**src/rtl/router_pkg.sv**
```systemverilog
// Shared constants for the bit-plane routing matrix.
// Assumes the source count is a power of two split into equal banks.
package router_pkg;
    localparam int DEF_WORD_W    = 8;
    localparam int DEF_BANK_SIZE = 8;
    localparam int DEF_N_BANKS   = 2;

    // Per-cycle routing control as seen by the datapath
    typedef struct packed {
        logic act;      // routing cycle takes effect
        logic blocked;  // destinations must hold
    } route_ctl_t;
endpackage

```
**src/rtl/src_bank.sv**
```systemverilog
// One bank of source shift registers with its bit selector.
// Words shift MSB-first; a disabled bank outputs 0 and does not drive.
// Assumes load has priority over shift.
module src_bank #(
    parameter int WORD_W    = 8,
    parameter int BANK_SIZE = 8,
    localparam int SEL_W    = $clog2(BANK_SIZE)
) (
    input  logic                        clk,
    input  logic                        rst_n,
    input  logic                        load_en,
    input  logic [BANK_SIZE*WORD_W-1:0] load_words,
    input  logic                        shift_en,
    input  logic [SEL_W-1:0]            sel,
    input  logic                        bank_off,
    output logic                        bit_out,
    output logic                        driving
);
    logic [WORD_W-1:0] word_q [BANK_SIZE];

    // Load, shift or hold every word of the bank
    always_ff @(posedge clk) begin
        for (int i = 0; i < BANK_SIZE; i++) begin
            if (!rst_n)
                word_q[i] <= '0;
            else if (load_en)
                word_q[i] <= load_words[i*WORD_W +: WORD_W];
            else if (shift_en)
                word_q[i] <= {word_q[i][WORD_W-2:0], 1'b0};
        end
    end

    // Present the selected word's MSB when this bank is enabled
    always_comb begin
        driving = !bank_off;
        bit_out = bank_off ? 1'b0 : word_q[sel][WORD_W-1];
    end
endmodule

```
**src/rtl/sweep_ctrl.sv**
```systemverilog
// Counts routing cycles per sweep and sweeps per word.
// Issues the source shift on the last cycle of a sweep, a registered
// sweep-complete pulse, and a sticky done flag after WORD_W sweeps.
module sweep_ctrl #(
    parameter int N_SRC  = 16,
    parameter int WORD_W = 8,
    localparam int CNT_W = $clog2(N_SRC),
    localparam int SWP_W = $clog2(WORD_W + 1)
) (
    input  logic clk,
    input  logic rst_n,
    input  logic load_en,
    input  logic route_act,
    output logic src_shift,
    output logic sweep_done,
    output logic done
);
    logic [CNT_W-1:0] cyc_q;
    logic [SWP_W-1:0] swp_q;

    // Shift sources when the last routing cycle of a sweep happens
    always_comb src_shift = route_act && (cyc_q == CNT_W'(N_SRC - 1));

    // Advance cycle and sweep counters and the flags
    always_ff @(posedge clk) begin
        if (!rst_n || load_en) begin
            cyc_q      <= '0;
            swp_q      <= '0;
            sweep_done <= 1'b0;
            done       <= 1'b0;
        end else begin
            sweep_done <= src_shift;
            if (route_act)
                cyc_q <= src_shift ? '0 : cyc_q + 1'b1;
            if (src_shift && !done) begin
                swp_q <= swp_q + 1'b1;
                if (swp_q == SWP_W'(WORD_W - 1))
                    done <= 1'b1;
            end
        end
    end
endmodule

```
**src/rtl/dst_decoder.sv**
```systemverilog
// Destination address latch and 1-of-N line decoder.
// The latch is transparent while strobe is high; inhibit clears all lines.
module dst_decoder #(
    parameter int DST_AW = 4,
    localparam int N_DST = 2 ** DST_AW
) (
    input  logic                    clk,
    input  logic                    rst_n,
    input  logic                    strobe,
    input  logic [DST_AW-1:0]       dst_addr,
    input  router_pkg::route_ctl_t  ctl,
    output logic [N_DST-1:0]        lines
);
    logic [DST_AW-1:0] lat_q;
    logic [DST_AW-1:0] eff;

    // Hold the destination address captured under strobe
    always_ff @(posedge clk) begin
        if (!rst_n)
            lat_q <= '0;
        else if (strobe)
            lat_q <= dst_addr;
    end

    // Decode the effective address into one active line
    always_comb begin
        eff   = strobe ? dst_addr : lat_q;
        lines = (ctl.act && !ctl.blocked) ? (N_DST'(1) << eff) : '0;
    end
endmodule

```
**src/rtl/dst_array.sv**
```systemverilog
// Destination shift registers; a word shifts in the bus bit at its LSB
// only when its decoded line is active.
module dst_array #(
    parameter int N_DST = 16,
    parameter int OUT_W = 16
) (
    input  logic                   clk,
    input  logic                   rst_n,
    input  logic [N_DST-1:0]       lines,
    input  logic                   bus_bit,
    output logic [N_DST*OUT_W-1:0] out_data
);
    for (genvar k = 0; k < N_DST; k++) begin : g_dst
        logic [OUT_W-1:0] word_q;

        // Shift the bus bit into this word when addressed
        always_ff @(posedge clk) begin
            if (!rst_n)
                word_q <= '0;
            else if (lines[k])
                word_q <= {word_q[OUT_W-2:0], bus_bit};
        end

        assign out_data[k*OUT_W +: OUT_W] = word_q;
    end
endmodule

```
**src/rtl/bitplane_router.sv**
```systemverilog
// Top of the bit-plane routing matrix: banked source selection onto a
// single bus bit, sweep sequencing, and decoded destination shifting.
// Assumes N_BANKS >= 2 and BANK_SIZE a power of two.
module bitplane_router #(
    parameter int WORD_W    = router_pkg::DEF_WORD_W,
    parameter int BANK_SIZE = router_pkg::DEF_BANK_SIZE,
    parameter int N_BANKS   = router_pkg::DEF_N_BANKS,
    localparam int N_SRC    = BANK_SIZE * N_BANKS,
    localparam int SRC_AW   = $clog2(N_SRC),
    localparam int SEL_W    = $clog2(BANK_SIZE),
    localparam int BANK_IW  = $clog2(N_BANKS),
    localparam int DST_AW   = SRC_AW,
    localparam int N_DST    = 2 ** DST_AW,
    localparam int OUT_W    = N_SRC
) (
    input  logic                    clk,
    input  logic                    rst_n,
    input  logic                    load_en,
    input  logic [N_SRC*WORD_W-1:0] load_data,
    input  logic                    route_en,
    input  logic [SRC_AW-1:0]       src_addr,
    input  logic [DST_AW-1:0]       dst_addr,
    input  logic                    strobe,
    input  logic                    inhibit,
    output logic                    bus_bit,
    output logic [N_DST*OUT_W-1:0]  out_data,
    output logic                    sweep_done,
    output logic                    done
);
    router_pkg::route_ctl_t ctl;
    logic [N_BANKS-1:0] bank_bit;
    logic [N_BANKS-1:0] bank_drive;
    logic [BANK_IW-1:0] bank_idx;
    logic               src_shift;
    logic [N_DST-1:0]   dst_lines;

    // Form routing control; a load cycle suppresses routing
    always_comb begin
        ctl.act     = route_en && !load_en;
        ctl.blocked = inhibit;
        bank_idx    = src_addr[SRC_AW-1 -: BANK_IW];
    end

    for (genvar b = 0; b < N_BANKS; b++) begin : g_bank
        src_bank #(.WORD_W(WORD_W), .BANK_SIZE(BANK_SIZE)) u_bank (
            .clk       (clk),
            .rst_n     (rst_n),
            .load_en   (load_en),
            .load_words(load_data[b*BANK_SIZE*WORD_W +: BANK_SIZE*WORD_W]),
            .shift_en  (src_shift),
            .sel       (src_addr[SEL_W-1:0]),
            .bank_off  (bank_idx != BANK_IW'(b)),
            .bit_out   (bank_bit[b]),
            .driving   (bank_drive[b])
        );
    end

    // Merge the bank outputs onto the shared bus bit
    always_comb bus_bit = |bank_bit;

    sweep_ctrl #(.N_SRC(N_SRC), .WORD_W(WORD_W)) u_sweep (
        .clk       (clk),
        .rst_n     (rst_n),
        .load_en   (load_en),
        .route_act (ctl.act),
        .src_shift (src_shift),
        .sweep_done(sweep_done),
        .done      (done)
    );

    dst_decoder #(.DST_AW(DST_AW)) u_dec (
        .clk     (clk),
        .rst_n   (rst_n),
        .strobe  (strobe),
        .dst_addr(dst_addr),
        .ctl     (ctl),
        .lines   (dst_lines)
    );

    dst_array #(.N_DST(N_DST), .OUT_W(OUT_W)) u_dst (
        .clk     (clk),
        .rst_n   (rst_n),
        .lines   (dst_lines),
        .bus_bit (bus_bit),
        .out_data(out_data)
    );
endmodule

```
**config.mk**
```make
export PLATFORM = sky130hd
export DESIGN_NAME = bitplane_router
export DESIGN_NICKNAME = d
export VERILOG_FILES = /design/src/rtl/router_pkg.sv /design/src/rtl/src_bank.sv /design/src/rtl/sweep_ctrl.sv /design/src/rtl/dst_decoder.sv /design/src/rtl/dst_array.sv /design/src/rtl/bitplane_router.sv
export SDC_FILE = /design/constraint.sdc
export NUM_CORES = 1
export LEC_CHECK = 0
export BUFFER_PORTS_ARGS = -buffer_cell sky130_fd_sc_hd__buf_2
export CAP_MARGIN = 0
export CORE_MARGIN = 10
export CORE_UTILIZATION = 37
export DETAILED_ROUTE_END_ITERATION = 8
export GPL_ROUTABILITY_DRIVEN = 0
export PLACE_DENSITY = 0.61
export SKIP_LAST_GASP = 1
export SYNTH_ARGS = -nofsm -noshare
export SYNTH_HDL_FRONTEND = slang
export SYNTH_SLANG_ARGS = --single-unit
```
**constraint.sdc**
```tcl
create_clock -name clk -period 11.1 [get_ports clk]
set_input_delay 2.22 -clock clk [delete_from_list [all_inputs] [get_ports clk]]
set_output_delay 2.22 -clock clk [all_outputs]
set_load 0.1 [all_outputs]
```
Yosys cells after proc, flatten, opt, wreduce, memory -nomap -nowiden
Memories as Yosys holds them, arrays and structs flattened.
Index checks and enable logic that the tools add are counted.
Word-level totals
  input port bits: 142
  word-level logic and storage cells: 116
  output and inout bits: 259
  bits in registers: 270
  memory bits (writable): 128
  memories: 2
Memory list
  g_bank[0].u_bank.word_q: depth 8, width 8, rd ports 9, clocked after Yosys merged registers in 0, write ports 8, line src_bank.sv:19  | logic [WORD_W-1:0] word_q [BANK_SIZE];
  g_bank[1].u_bank.word_q: depth 8, width 8, rd ports 9, clocked after Yosys merged registers in 0, write ports 8, line src_bank.sv:19
Operators by class
  add/sub/neg operators: 2
  bitwise operators: 32
  equal/unequal tests: 2
  mux-type cells: 45
  reduce and logical (&&, ||, !) cells: 11
  shifts and indexed selects: 1
Operator list (count)
  $mux 8: 32
  $or 1x1->1: 32
  $mux 16: 1
  $shl 1x4->16 const A: 1
  $mux 1: 10
  $add 4x1->4 const B: 2
  $mux 4: 2
  $eq 4x3->1 const B: 1
  $eq 4x4->1 const B: 1
  $logic_and 1x1->1: 4
  $logic_not 1->1: 4
  $reduce_and 2->1: 1
  $reduce_or 2->1: 1
  $logic_or 1x1->1: 1

Depth between registers and ports, before layout
Gate-level depths: netlist of run 1.
  depth after elaboration: 8
  mapped depth: 8
  depth with buffers taken out: 5

Cells and area by module
A second synthesis of run 1 with hierarchy kept.
Second synthesis, totals
  cells, all modules: 1235
  area, all modules: 15949.0 um^2
Modules (own cells, without submodules)
  dst_array: instances 1, cells an instance 829, area each 9793.1 um^2, seq. area each 5124.9 um^2
  src_bank: instances 2, cells an instance 154, area each 2673.8 um^2, seq. area each 1921.8 um^2
  sweep_ctrl: instances 1, cells an instance 47, area each 436.7 um^2, seq. area each 200.2 um^2
  dst_decoder: instances 1, cells an instance 48, area each 355.3 um^2, seq. area each 80.1 um^2
  bitplane_router: instances 1, cells an instance 3, area each 16.3 um^2, seq. area each 0.0 um^2

Least setup slack after synthesis of run 1
Ideal clock, no wire load.
  path type: input port to output port
  start point: input src_addr[0]
  end point: output bus_bit
  stages on the path: 5
  setup slack: 4.887 ns
  arrival time: 3.993 ns
  data required time: 8.880 ns
  cells stage by stage: mux4_2 -> mux2_2 -> mux2i_1 -> buf_2 -> inv_1
Between the ends
  word-level cells in the longest chain between the ends: 3
  elaborated cells between the ends (all ways): 5
Ends and longest elaborated chain
  from (decl): line bitplane_router.sv:21  | input logic [SRC_AW-1:0] src_addr,
  $mem_v2 8x8
  $mux 1: line src_bank.sv:36  | bit_out = bank_off ? 1'b0 : word_q[sel][WORD_W-1];
  $reduce_or 2->1 *: line bitplane_router.sv:59  | always_comb bus_bit = |bank_bit;
  to (decl): line bitplane_router.sv:25  | output logic bus_bit,
Mark *: on every way between the ends. The rest lies on a longest branch, timed or not.

Final worst setup path of run 1
Ends and elaborated chain as after synthesis.

==> metrics.md, run 1 <==
| Metric | Value |
|---|---|
| Result of the run | finished, final reports clean |
| CP required | 8.88 ns |
| Initial antenna violation count | 5 |
| Std cell rows | 73 |
| Hold path depth | 2 |
| Warnings from Yosys | 0 |
| Worst-path maximum fanout | 17 |
| Peak Freq | 0.153 GHz |
| DR vias/cell | 4.94 |
| Final Hold Fails | 0 |
| Crit start category | input pin |
| TritonCTS clock tree | done |
| Synth top cells by count | 270 x dfxtp_1, 253 x nor2_1, 246 x mux2i_1, 128 x edfxtp_1, 112 x a22o_1 |
| Post-route cell area | around 19000 um2 |
| Num CTS Buffers | 44 |
| Setup repair bufs after CTS | 0 |
| Placeable core region | roughly 40000 um2 |
| Number of buffer cells added on primary ports | 400 |
| Routed vias | approximately 11000 |
| I/O pin count | between 400 and 500 |
| Net count of the mapped netlist | 1363 |
| Count of hold buffers inserted by post-cts repair | 0 |
| Final Power | 0.00309 W |
| DRC violation count after routing | 0 |
| Final total negative setup slack | 0 ns |
| Worst slew margin | 0.195 |
| Top cells by area, synth | dfxtp_1 36%, edfxtp_1 26%, mux2i_1 16%, a22o_1 6.5%, nor2_1 6.3% |
| Share of Yosys cell area claimed by the top area cell type | 0.359 |
| DIE HEIGHT | around 220 um |
| Per-cell routed wire length | 19.4 um |
| Arrival @ worst endpoint | 4.30 ns |
| Resized cells post-CTS | 0 |
| Cell with the most instances after synthesis | dfxtp_1 |
| Number of setup violations in the final report | 0 |
| Class of the worst hold path | flop to flop |
| Vias in the first global route | 10600 |
| Register-to-register setup slack | 8.37 ns |
| Placed Instances | 2067 |
| Final Critical Period | 6.52 ns |
| Syn Area/Cell | about 12 um2 |
| Clock tree root buffer cell | clkbuf_16 |
| Post-synth cell types | 38 |
| Final Routed Wirelength | 41700 um |
| Ratio of final minimum period to clock period | 0.587 |
| Global-route total usage across every layer | 0.162 |
| Source-to-sink clock delay at the later pin of the worst-skew pair | 0.57 ns |
| Endpoint kind of the worst setup timing path | output pin |
| Setup clock skew after layout | 0.0200 ns |
| Leakage power | 9.38 nW |
| DRT Pass-1 Iters | 5 |
| Cells on worst reg2reg path | 5 |
| Maximum number of pins on one net before global-route repair | 173 |
| Total placed instance area | 17500 um2 |
| Residual overflow from global routing | 0 |
| Max Cap Viol | 0 |
| Post-synth ARST share | 0 |
| Net count, final | ~1700 |
| Top flip-flop cell by instance count after synthesis | dfxtp_1 |
| Final HPWL DP | 29600 um |
| Clock Path Buffers | 3 |
| Die width | 222 um |
| Initial drt markers | 773 |
| Synth Cell Area | 15100 um2 |
| Area growth syn-to-layout | 25.6% |
| Power density normalized to cell area | approximately 160 nW/um2 |
| Setup repair after global routing missed its margin | no |
| Total Die Area | 49200 um2 |
| Transition time at the pin with the least slew margin | 1.21 ns |
| Layout cells sized above 1 | 0.318 |
| Clk slew on worst S/H paths | 0.06 ns |
| Post-route antenna net violation count | 0 |
| R2R Path Start | u_sweep.cyc_q[0] |
| Hold path startpoint | u_dst.g_dst[7].word_q[0] |
| Clock sink count | 398 |
| Number of register bits inferred by synthesis | just under 400 |
| Initial Util | 0.377 |
| H-tree levels | 2 |
| Number of slew-limit violations in the final report | 0 |
| Share of the core filled with cells in the final layout | 0.473 |
| Cell type with the largest total area after synthesis | dfxtp_1 |
| Seq/Total Area, Yosys | 0.614 |
| Maximum resistive drop on vdd | about 120 uV |
| Number of synthesized flops with an enable pin | 128 |
| Cells after Synth | between 1000 and 1500 |
| Critical Setup Path Class | input pin to output pin |
| Worst r2r dst | g_bank[0].u_bank.word_q[2][2] |
| Hold Path Sink | u_dst.g_dst[7].word_q[0] |
| Finished Layout Cells | 2149 |
| Wire length of the first global-routing pass | 64100 um |
[metrics by stage]
step	setup WS, ns	hold slack, ns
6_report	4.58	0.485
5_1_grt	4.44	0.508
4_1_cts	4.51	0.488
3_5_place_dp	4.51	0.480
3_3_place_gp	4.52	0.467
2_1_floorplan	4.89	0.475
[area by class of cell]
class / instances / area (um2)
fillers: 3691 / 21100
flip-flops and latches: 398 / 9250
multi-input cells: 725 / 5460
repair buffers: 416 / 2120
clock buffers: 57 / 1240
well taps: 525 / 657
clock inverters: 22 / 166
inverters: 3 / 18.8
diodes: 3 / 7.51
[per-layer routing]
| metal | GRT usage | vias up | part of all wire |
|---|---|---|---|
| met5 | 0 | - | 0.00055 |
| met4 | 0.0575 | 4 | 0.029 |
| met3 | 0.0583 | 69 | 0.076 |
| met2 | 0.264 | 271 | 0.48 |
| met1 | 0.194 | 5117 | 0.41 |
| li1 | - | 5147 | - |
[worst max-delay path, cell delays in order]
cell and delay (ns):
buf_2 0.16, mux4_2 0.50, mux2_2 0.30, mux2i_4 0.63, inv_1 0.13, buf_2 0.33
[logic make-up after synthesis]
| logic type | after synthesis | synth area share |
|---|---|---|
| compound gates | 146 | 0.0879 |
| xor+xnor | 5 | 0.00291 |
| fa+ha+maj | 2 | 0.00166 |
| buf+inv | 96 | 0.0318 |
| flops | 398 | 0.614 |
| mux | 255 | 0.174 |
| simple gates | 317 | 0.0883 |
[cells in the final DEF (no fill, tap or decap), types with 5 or more instances in the layout]
cell type,n
a22o_1,112
and3_1,16
buf_2,400
buf_4,16
clkbuf_1,5
clkbuf_16,45
clkbuf_8,7
clkinv_1,7
clkinv_2,9
dfxtp_1,270
edfxtp_1,128
mux2i_1,245
nand2_1,12
nand3_1,15
nor2_1,252
o2111ai_2,11
o31ai_1,12
[power breakdown]
part	leakage, nW	switching, W	internal [W]
registers	3.55	0.0000125	0.00155
clock network	0.703	0.000580	0.000833
logic	5.13	0.0000770	0.0000445
[how the worst max path moves through the flow]
stage	startpoint	endpoint	slack [ns]	depth (start not counted)
2_1_floorplan	src_addr[0]	bus_bit	4.89	5
3_3_place_gp	src_addr[0]	bus_bit	4.52	6
3_5_place_dp	src_addr[0]	bus_bit	4.51	6
4_1_cts	src_addr[0]	bus_bit	4.51	6
5_1_grt	src_addr[0]	bus_bit	4.44	6
6_report	src_addr[0]	bus_bit	4.58	6
[flip-flops by register name (all words and copies together), names as in the netlist]
name and cells:
u_sweep.sweep_done 1, u_dst.g_dst.word_q 256, u_sweep.swp_q 4, u_sweep.done 1, u_dec.lat_q 4, g_bank.u_bank.word_q 128
u_sweep.cyc_q 4
Power figures use the tool's default switching activity.
==> inputs of run 2 (changes only) <==
Settings changed: PLACE_DENSITY 0.61 to 0.63.
Clock period 11.1 ns to 5.46 ns, I/O delays scaled along.
==> run 2 against run 1 <==
Net effect: clock power is 100% higher; design area is 0.32% higher; power is 100% higher; first-iteration DRC count is 17% lower; critical path type unchanged; largest cell class unchanged; highest routed layer is now met4.
==> metrics.md, run 2 (synthesis results as in run 1) <==
| Metric | Value |
|---|---|
| Result of the run | finished, final reports clean (unchanged) |
| Highest-count cells in the layout ignoring fill and taps | 400 x buf_2, 270 x dfxtp_1, 252 x nor2_1, 245 x mux2i_1, 128 x edfxtp_1 (unchanged) |
| Fillers | 3683 (was 3691) |
| I/O pin count | 401 (unchanged) |
| Peak Freq | 0.259 GHz |
| Vias in the first global route | 10800 (was 10600) |
| Critical Setup Path Class | input pin to output pin (unchanged) |
| Wire length of the first global-routing pass | 63900 um (was 64100 um) |
| Number of buffer cells added on primary ports | 400 (unchanged) |
| Largest registers | u_dst.g_dst.word_q x256, g_bank.u_bank.word_q x128 (unchanged) |
| DR vias/cell | 4.94 (about the same) |
| Setup repair after global routing missed its margin | no (unchanged) |
| Residual overflow from global routing | 0 (unchanged) |
| Initial Util | 0.377 (unchanged) |
| Net count, final | 1734 (was 1732) |
| Placed Instances | 2069 (was 2067) |
| Total Die Area | 49200 um2 (unchanged) |
| Clock tree root buffer cell | clkbuf_16 (unchanged) |
| Resized cells post-CTS | 0 (unchanged) |
| Maximum number of pins on one net before global-route repair | 148 (was 173) |
| Post-route antenna net violation count | 0 (unchanged) |
| Crit start category | input pin (unchanged) |
| Final Power | 0.00630 W (was 0.00309 W) |
| Pre-CTS setup slack | 1.55 ns (was 4.51 ns) |
| Placeable core region | 40000 um2 (unchanged) |
| CP required | 4.37 ns (was 8.88 ns) |
| Setup repair bufs after CTS | 0 (unchanged) |
| Most common cell after layout, fill and taps aside | buf_2 (unchanged) |
| Initial antenna violation count | 5 (unchanged) |
| Leakage power | 9.41 nW (was 9.38 nW) |
| Global-route total usage across every layer | 0.162 (about the same) |
| Transition time at the pin with the least slew margin | 1.20 ns (was 1.21 ns) |
| Finished Layout Cells | 2153 (was 2149) |
| Routed vias | 10600 (about the same) |
| DRC violation count after routing | 0 (unchanged) |
| Final Hold Fails | 0 (unchanged) |
| Max reg flops | 256 (unchanged) |
| Clk slew on worst S/H paths | 0.06 ns (about the same) |
| Count of hold buffers inserted by post-cts repair | 0 (unchanged) |
| Clock sink count | 398 (unchanged) |
| Maximum resistive drop on vdd | 255 uV (was 123 uV) |
| Setup clock skew after layout | 0.0295 ns (was 0.0200 ns) |
| Min setup slack post-route | 1.60 ns (was 4.58 ns) |
| Die width | 222 um (unchanged) |
| Std cell rows | 73 (unchanged) |
| Initial drt markers | 642 (was 773) |
| Arrival @ worst endpoint | 2.77 ns (was 4.30 ns) |
| Layout cells sized above 1 | 0.321 (was 0.318) |
| H-tree levels | 2 (unchanged) |
| Max Cap Viol | 0 (unchanged) |
| Source-to-sink clock delay at the later pin of the worst-skew pair | 0.58 ns (was 0.57 ns) |
| DRT Pass-1 Iters | 5 (unchanged) |
| Number of setup violations in the final report | 0 (unchanged) |
| Final Routed Wirelength | 41700 um (about the same) |
| Final total negative setup slack | 0 ns (unchanged) |
| Per-cell routed wire length | 19.4 um (about the same) |
| Number of slew-limit violations in the final report | 0 (unchanged) |
| Ratio of final minimum period to clock period | 0.707 |
| TritonCTS clock tree | done (unchanged) |
| Final HPWL DP | 29500 um (was 29600 um) |
| Worst slew margin | 0.198 (was 0.195) |
| Worst-path maximum fanout | 4 (was 17) |
| Power density normalized to cell area | 332 nW/um2 (was 163 nW/um2) |
| DIE HEIGHT | 222 um (unchanged) |
| Endpoint kind of the worst setup timing path | output pin (unchanged) |
| Area growth syn-to-layout | 26.0% (was 25.6%) |
| Class of the worst hold path | flop to flop (unchanged) |
| Num CTS Buffers | 44 (unchanged) |
| Largest Register | u_dst.g_dst.word_q (unchanged) |
| Final Critical Period | roughly 3.9 ns |
| Clock Path Buffers | 3 (unchanged) |
-- run 2: cell types whose count changed in the layout (fill, tap and decap cells not counted) --
cell / before / now
diode_2: 3 / 5
inv_16: 0 / 1
clkbuf_1: 5 / 8
clkinv_2: 9 / 11
clkbuf_8: 7 / 9
clkinv_1: 7 / 1
clkinv_8: 0 / 1
bufinv_16: 2 / 1
buf_12: 0 / 2
inv_6: 3 / 2
clkinv_4: 1 / 0
-- run 2: worst max-delay path, stage by stage --
cell     delay, ns
buf_2         0.16
mux4_2        0.51
mux2_2        0.30
mux2i_4       0.26
inv_1         0.12
buf_2         0.31
-- run 2: routing by layer --
layer / vias to the layer above / global-route usage / wire length (um)
met1: 5192 / 0.188 / 17000
li1: 5150 / - / -
met5: - / 0 / 0
met3: 58 / 0.0494 / 2780
met4: 0 / 0.0597 / 1120
met2: 243 / 0.276 / 20800
-- run 2: power breakdown --
part	switching (W)	internal, W	leakage [nW]	total [W]
Clock	0.00120	0.00169	0.713	0.00289
Sequential	0.0000255	0.00314	3.55	0.00317
Combinational	0.000158	0.0000928	5.14	0.000251
Total	0.00138	0.00492	9.41	0.00630
-- run 2: path summary, 6_finish.rpt --
kind         slack (ns)  cells after the start                         to                       from
min                0.49                      2  u_dst.g_dst[12].word_q[0]  u_dst.g_dst[12].word_q[0]
min reg2reg        0.49                      2  u_dst.g_dst[12].word_q[0]  u_dst.g_dst[12].word_q[0]
max reg2reg        3.10                      4  u_dst.g_dst[4].word_q[12]             u_dec.lat_q[3]
max                1.60                      6                    bus_bit                src_addr[0]
-- run 2: final cells by class --
class | instances | area [um2] | share of cell area
clock inverters | 17 | 143 | 0.00751
diodes | 5 | 12.5 | 0.000659
multi-input cells | 725 | 5460 | 0.288
repair buffers | 418 | 2160 | 0.114
clock buffers | 62 | 1280 | 0.0674
flip-flops and latches | 398 | 9250 | 0.487
inverters | 3 | 18.8 | 0.000989
well taps | 525 | 657 | 0.0346
-- run 2: metrics by stage --
| step | hold slack (ns) | util | area (um2) |
|---|---|---|---|
| after floorplan | 0.475 | - | 15100 |
| after global placement | 0.468 | 0.439 | 17500 |
| after detailed placement | 0.473 | 0.439 | 17500 |
| after CTS | 0.481 | 0.474 | 19000 |
| after global routing | 0.512 | 0.474 | 19000 |
| final | 0.485 | 0.474 | 19000 |
